### config.mk
export PLATFORM = sky130hd
export DESIGN_NAME = tworail_link
export DESIGN_NICKNAME = d
export VERILOG_FILES = /design/src/rtl/tworail_pkg.sv /design/src/rtl/tworail_rst_seq.sv /design/src/rtl/tworail_tx.sv /design/src/rtl/tworail_chan.sv /design/src/rtl/tworail_rx.sv /design/src/rtl/tworail_link.sv
export SDC_FILE = /design/constraint.sdc
export NUM_CORES = 1
export LEC_CHECK = 0
export BUFFER_PORTS_ARGS = -buffer_cell sky130_fd_sc_hd__buf_2
export CAP_MARGIN = 0
export CELL_PAD_IN_SITES_DETAIL_PLACEMENT = 0
export CELL_PAD_IN_SITES_GLOBAL_PLACEMENT = 1
export CORE_AREA = 3 3 40 42
export DETAILED_ROUTE_END_ITERATION = 8
export DIE_AREA = 0 0 43 45
export MAX_ROUTING_LAYER = met4
export PLACE_DENSITY_LB_ADDON = 0.1
export SLEW_MARGIN = 10
export SYNTH_ARGS = -nofsm -noshare
export SYNTH_HDL_FRONTEND = slang
export SYNTH_SLANG_ARGS = --single-unit
export TNS_END_PERCENT = 30
### constraint.sdc
create_clock -name clk -period 1.05 [get_ports clk]
set_input_delay 0.21 -clock clk [delete_from_list [all_inputs] [get_ports clk]]
set_output_delay 0.21 -clock clk [all_outputs]
set_load 0.01 [all_outputs]
### src/rtl/tworail_pkg.sv
package tworail_pkg;

  typedef struct packed {
    logic data;    // NRZI data rail
    logic strobe;  // always-toggling rail
  } rails_t;

  // next transmit rail levels for one baud interval
  function automatic rails_t next_rails(input rails_t cur, input logic bitv);
    rails_t n;
    n.strobe = ~cur.strobe;
    n.data   = cur.data ^ bitv;
    return n;
  endfunction

  // one received wire after static crossing and inversion
  function automatic logic perturb(input logic own, input logic other,
                                   input logic swap, input logic inv);
    return (swap ? other : own) ^ inv;
  endfunction

  // both wires moved -> 1, exactly one moved -> 0
  function automatic logic decode_bit(input logic chg_a, input logic chg_b);
    return chg_a & chg_b;
  endfunction

  function automatic logic rails_stalled(input logic chg_a, input logic chg_b);
    return ~(chg_a | chg_b);
  endfunction

endpackage

### src/rtl/tworail_rst_seq.sv
module tworail_rst_seq #(
  parameter int STAGES = 2
) (
  input  logic clk,
  input  logic rst_i,
  output logic busy
);
  logic [STAGES-1:0] chain_q;

  always_ff @(posedge clk or posedge rst_i) begin
    if (rst_i) chain_q <= '1;
    else       chain_q <= {chain_q[STAGES-2:0], 1'b0};
  end

  assign busy = |chain_q;

  p_busy_stays_low_r6: assert property (@(posedge clk) disable iff (rst_i)
    !busy |=> !busy);
endmodule

### src/rtl/tworail_tx.sv
module tworail_tx
  import tworail_pkg::*;
(
  input  logic clk,
  input  logic rst_i,
  input  logic din,
  output logic line_a,
  output logic line_b
);
  rails_t rails_q;

  always_ff @(posedge clk or posedge rst_i) begin
    if (rst_i) rails_q <= '0;
    else       rails_q <= next_rails(rails_q, din);
  end

  assign line_a = rails_q.strobe;
  assign line_b = rails_q.data;
endmodule

### src/rtl/tworail_chan.sv
module tworail_chan
  import tworail_pkg::*;
(
  input  logic clk,
  input  logic rst_i,
  input  logic tx_a,
  input  logic tx_b,
  input  logic swap,
  input  logic inv_a,
  input  logic inv_b,
  input  logic freeze,
  output logic rx_a,
  output logic rx_b
);
  logic live_a, live_b;
  logic held_a_q, held_b_q;

  assign live_a = perturb(tx_a, tx_b, swap, inv_a);
  assign live_b = perturb(tx_b, tx_a, swap, inv_b);
  assign rx_a   = freeze ? held_a_q : live_a;
  assign rx_b   = freeze ? held_b_q : live_b;

  always_ff @(posedge clk or posedge rst_i) begin
    if (rst_i) begin
      held_a_q <= 1'b0;
      held_b_q <= 1'b0;
    end else begin
      held_a_q <= rx_a;
      held_b_q <= rx_b;
    end
  end

  p_freeze_holds_r7: assert property (@(posedge clk) disable iff (rst_i)
    ($past(freeze) && freeze) |-> ($stable(rx_a) && $stable(rx_b)));
endmodule

### src/rtl/tworail_rx.sv
module tworail_rx
  import tworail_pkg::*;
(
  input  logic clk,
  input  logic rst_i,
  input  logic busy,
  input  logic rx_a,
  input  logic rx_b,
  output logic dout,
  output logic line_err
);
  logic prev_a_q, prev_b_q;
  logic chg_a, chg_b;
  logic dout_q, err_q;

  assign chg_a = rx_a ^ prev_a_q;
  assign chg_b = rx_b ^ prev_b_q;

  always_ff @(posedge clk or posedge rst_i) begin
    if (rst_i) begin
      prev_a_q <= 1'b0;
      prev_b_q <= 1'b0;
      dout_q   <= 1'b0;
      err_q    <= 1'b0;
    end else begin
      prev_a_q <= rx_a;
      prev_b_q <= rx_b;
      dout_q   <= decode_bit(chg_a, chg_b);
      if (!busy && rails_stalled(chg_a, chg_b)) err_q <= 1'b1;
    end
  end

  assign dout     = dout_q;
  assign line_err = err_q;

  p_err_sticky_r7: assert property (@(posedge clk) disable iff (rst_i)
    line_err |=> line_err);
  p_err_cause_r7: assert property (@(posedge clk) disable iff (rst_i)
    $rose(line_err) |-> ($past(!chg_a && !chg_b) && !$past(busy)));
endmodule

### src/rtl/tworail_link.sv
module tworail_link #(
  parameter int RST_STAGES = 2
) (
  input  logic clk,
  input  logic rst_i,
  input  logic din,
  input  logic ch_swap,
  input  logic ch_inv_a,
  input  logic ch_inv_b,
  input  logic ch_freeze,
  output logic line_a,
  output logic line_b,
  output logic dout,
  output logic link_busy,
  output logic line_err
);
  logic rx_a, rx_b;

  tworail_rst_seq #(.STAGES(RST_STAGES)) u_seq (
    .clk(clk), .rst_i(rst_i), .busy(link_busy)
  );

  tworail_tx u_tx (
    .clk(clk), .rst_i(rst_i), .din(din), .line_a(line_a), .line_b(line_b)
  );

  tworail_chan u_chan (
    .clk(clk), .rst_i(rst_i), .tx_a(line_a), .tx_b(line_b),
    .swap(ch_swap), .inv_a(ch_inv_a), .inv_b(ch_inv_b), .freeze(ch_freeze),
    .rx_a(rx_a), .rx_b(rx_b)
  );

  tworail_rx u_rx (
    .clk(clk), .rst_i(rst_i), .busy(link_busy), .rx_a(rx_a), .rx_b(rx_b),
    .dout(dout), .line_err(line_err)
  );

  p_strobe_toggle_r1: assert property (@(posedge clk) disable iff (rst_i)
    !link_busy |-> (line_a != $past(line_a)));
  p_nrzi_rail_r2: assert property (@(posedge clk) disable iff (rst_i)
    !link_busy |-> ((line_b ^ $past(line_b)) == $past(din)));
  p_rail_moves_r3: assert property (@(posedge clk) disable iff (rst_i)
    !link_busy |-> ((line_a != $past(line_a)) || (line_b != $past(line_b))));
  p_latency_r5: assert property (@(posedge clk) disable iff (rst_i)
    (!link_busy && !line_err) |-> (dout == $past(din, 2)));
endmodule

Word level (Yosys, flattened, before mapping). Cells that the tools add are included.

Bitwise gates (word level): 9. Mux-type cells: 4. Reduce and logical (&&, ||, !) cells: 3.

Operators with widths (count): $xor A1 B1 Y1 (5); $mux W1 (4); $not A1 Y1 (2); $reduce_or A2 Y1 (1); $and A1 B1 Y1 (1); $logic_and A1 B1 Y1 (1); $logic_not A1 Y1 (1); $or A1 B1 Y1 (1).

Bits in registers: 8. Logic and storage cells: 23. Input bits: 7. Output and inout bits: 5.

Logic depth before layout (Yosys ltp).
Word-level depth: 7. Mapped depth: 3. Gate-level depth less buffers: 3.

Cells and area by module. A second synthesis with hierarchy kept.

Cell total of the unflattened synthesis: 31. Area, all modules: 386.6 um^2.

By module, submodules not included: tworail_rx (area each 145.1 um^2, seq. area each 100.1 um^2, cells each 10, times used 1); tworail_chan (area each 108.9 um^2, seq. area each 50.0 um^2, cells each 11, times used 1); tworail_rst_seq (area each 66.3 um^2, seq. area each 52.6 um^2, cells each 5, times used 1); tworail_tx (area each 66.3 um^2, seq. area each 50.0 um^2, cells each 5, times used 1).

Worst setup path before layout. No wires, ideal clock.

Kind: flip-flop to flip-flop. From: reg u_tx.rails_q, in the netlist u_tx.line_a. To: reg u_rx.err_q (netlist: u_rx.line_err). Buffers on the path: 0. Arrival: 968 ps. Required time: 930 ps. Period minus slack after synthesis: 1087 ps. Setup time: 120 ps. Setup slack: -37 ps. Cell stages (with the launch flop): 4. Path through: dfrtp_1 -> mux2i_1 -> xnor2_1 -> a31o_1.

Word-level cells in the longest chain between the ends: 7. Elaborated cells between the ends (all ways): 11. Those cells by class: mux (4); bitwise (6); reduce/logical (1).

Ends and longest elaborated chain: start, declared (line tworail_tx.sv:10) `rails_t rails_q;`; start signal, assigned (line tworail_tx.sv:14) `else rails_q <= next_rails(rails_q, din);`; $mux W1 (line tworail_pkg.sv:19) `return (swap ? other : own) ^ inv;`; $xor A1 B1 Y1 (line tworail_pkg.sv:19); $mux W1 (on tied branches) (line tworail_chan.sv:20, tworail_chan.sv:21); $xor A1 B1 Y1 (on tied branches) (line tworail_rx.sv:16, tworail_rx.sv:17); $or A1 B1 Y1 * (line tworail_pkg.sv:28) `return ~(chg_a | chg_b);`; $not A1 Y1 * (line tworail_pkg.sv:28); $logic_and A1 B1 Y1 * (line tworail_rx.sv:29) `if (!busy && rails_stalled(chg_a, chg_b)) err_q <= 1'b1;`; end signal, assigned (line tworail_rx.sv:24) `err_q <= 1'b0;`; end signal, assigned (line tworail_rx.sv:29); end, declared (line tworail_rx.sv:14) `logic dout_q, err_q;`.

Mark *: on every way between the ends. The rest lies on a longest branch, timed or not. A chain may end at the register's enable or synchronous reset.

Worst setup path after layout.
From: reg u_seq.chain_q[0]. To: out link_busy.

Word-level cells in the longest chain between the ends: 1.

Ends and longest elaborated chain: start, declared (line tworail_rst_seq.sv:8) `logic [STAGES-1:0] chain_q;`; start signal, assigned (line tworail_rst_seq.sv:12) `else chain_q <= {chain_q[STAGES-2:0], 1'b0};`; $reduce_or A2 Y1 (line tworail_rst_seq.sv:15) `assign busy = |chain_q;`; end, declared (line tworail_link.sv:14) `output logic link_busy,`.

No other way between the ends.

==> results.cfg <==
[yosys]
synth_nets = 36
async_flop_share = 1.000
synth_top_area_frac = 0.4396
synth-seq-cells = 8
seq_area_frac_synth = 0.5934
synth_xor_area_frac = 0.1795
synth_edf_count = 0
synth_top_family_by_area = XOR/XNOR gates
synth_compound_area_frac = 0.07692
syn_area_per_cell_um2 = 11.78
ys_types = 13
yosysMostFrequentCell = dfrtp_1
yosysTopAreaCell = dfrtp_1
synth_simple_gate_area_share = 0.04762
synth.area.top_cells = dfrtp_1 44%, dfstp_2 15%, xnor2_1 10%
synth_common_cells = 6 x dfrtp_1, 4 x xnor2_1, 3 x inv_1, 3 x xor2_1
synthesis.area_um2 = 341.6
yosys.area_share.adder = 0
synth_cells = 29
synth_ff_type = dfrtp_1
ys_warn_count = 0
muxShareOfSynthArea = 0.05861

[hold_path]
hold_path.class = in2reg

[floorplanning]
fp-row-count = 13
design.die.area_um2 = 1935
die_h_um = 45
start_util = 0.2658
die_x_um = 43
pin_count = 12
core_area_um2 = 1285

[place]
gp_congestion = 0.6723
portBuffers = 11
place_area_um2 = 439.2
post-place-cells = 57
pre_cts_ws_ns = -0.04613

[timing]
grt_setup_unrepaired = yes
final.setup.tns_ns = -0.3749
period_minus_slack_ns = 1.200
fmax_mhz = 833.1
fin_crit_sh = 1.143
finalHoldViolations = 0
maxSlewViolCount = 0
worst_slack_ns = -0.1504
skew_ns = 0.01102
timing.hold.ws_ns = 0.1324
setup_viol = 4

[clocking]
cts_buffers = 3
cts_max_path_buffers = 2
clock_latency_ns = 0.25
clock-root-buffer = clkbuf_4
cts_tree = built
clkTransAtPathRegs_ns = 0.06
cts.sinks = 8
htreeDepth = 1

[power_and_ir_drop]
leakagePower_nw = 0.2391
p_per_area_nw_per_um2 = 1949
finalPower_mw = 1.022
ir_drop_mv = 0.8609

[detailed_routing]
vias = 254
wl_per_cell_um = 10.78
wl_met1_um = 275
drt_iter0_drc = 5
wirelength_um = 679
ant_nets = 0
wl_met2_um = 342
firstDrtPassIters = 4
met3_length_um = 61
drc = 0
topRoutingLayerUsed = met3
viasPerCell = 4.032

[final_layout]
antenna_cells = 0
fin_cells = 63
design_area_um2 = 524.3
layout-drive-gt1-share = 0.5000
fin_nets = 56
fin_util = 0.4080
area_growth_pct = 53.48

[critical_path]
arrival_ns = 0.99
worstPathRequired_ns = 0.84
end_kind = output port
startpoint_type = flip-flop
path_max_fanout = 3
crit_type = reg2out

[outcome]
status = finished, violations left
violations = setup timing

[grt]
grt_pass1_vias = 290
antenna_found_initial = 0
grt_start_max_net_pins = 9
grt_pass1_wl_mm = 1.173
grt_usage = 0.08681
grt_overflow = 0

[flow_run]
drv_cap = 0
## placed cells by master, fill, tap and decap left out, drive strengths merged
cell type / instances
buf: 14
dfrtp: 6
xnor2: 4
clkbuf: 4
xor2: 3
inv: 3
mux2i: 2
nand2: 2
dfstp: 2
o21ai: 2
nor3: 1
nor2: 1
a21o: 1
a31o: 1
dlygate4sd3: 1
conb: 1
## power by group
group / internal (mW) / leakage [nW] / switching [mW]
clock: 0.145 / 0.0150 / 0.101
sequential: 0.372 / 0.0872 / 0.0589
combinational: 0.201 / 0.137 / 0.144
## path summary, 6_finish.rpt
check / slack (ns) / cells after the start / start / endpoint
worst max register to register: -0.02 / 3 / u_tx.line_b$_DFF_PP0_ / u_rx.line_err$_DFFE_PP0P_
worst min register to register: 0.50 / 1 / u_seq.chain_q[0]$_DFF_PP1_ / u_seq.chain_q[1]$_DFF_PP1_
worst min-delay path: 0.13 / 2 / din / u_tx.line_b$_DFF_PP0_
max in group asynchronous: 0.30 / 3 / rst_i / u_seq.chain_q[1]$_DFF_PP1_
min in group asynchronous: 0.45 / 3 / rst_i / u_rx.line_err$_DFFE_PP0P_
worst max-delay path: -0.15 / 3 / u_seq.chain_q[0]$_DFF_PP1_ / link_busy
## critical path: stages, from the launching register on
cell,delay (ns)
dfstp_2,0.53
nor2_2,0.04
inv_1,0.04
buf_2,0.12
## layout make-up
class | count | area (um^2)
timing repair buffer | 15 | 107.6
tap | 15 | 18.77
sequential | 8 | 205.2
multi-input combinational | 18 | 155.1
fill | 129 | 760.7
clock buffer | 4 | 26.28
inverter | 3 | 11.26
## logic make-up after synthesis
logic type | count (synthesis)
compound gates | 4
xor+xnor | 7
buf+inv | 3
flops | 8
mux | 2
other cells | 1
simple gates | 4
## repair_timing
| action | CTS | global route |
|---|---|---|
| endpoints found under the setup margin | 4 | 6 |
| hold buffers | 1 | 0 |
| resized for setup | 6 | 3 |
| endpoints found under the hold margin | 6 | 0 |
| buffers inserted | 1 | 0 |
| pin swaps | 1 | 1 |
## state kept, by name, summed over array words and instances (netlist names)
signal / count
u_rx.dout: 1
u_rx.line_err: 1
u_rx.prev_a_q: 1
u_rx.prev_b_q: 1
u_seq.chain_q: 2
u_tx.line_a: 1
u_tx.line_b: 1
## metal layers
metal / track usage / vias to the layer above
li1: - / 130
met1: 0.08978 / 116
met2: 0.1407 / 8
met3: 0.03187 / 0
met4: 0.05422 / 0
met5: - / -
(Power assumes the default switching activity.)
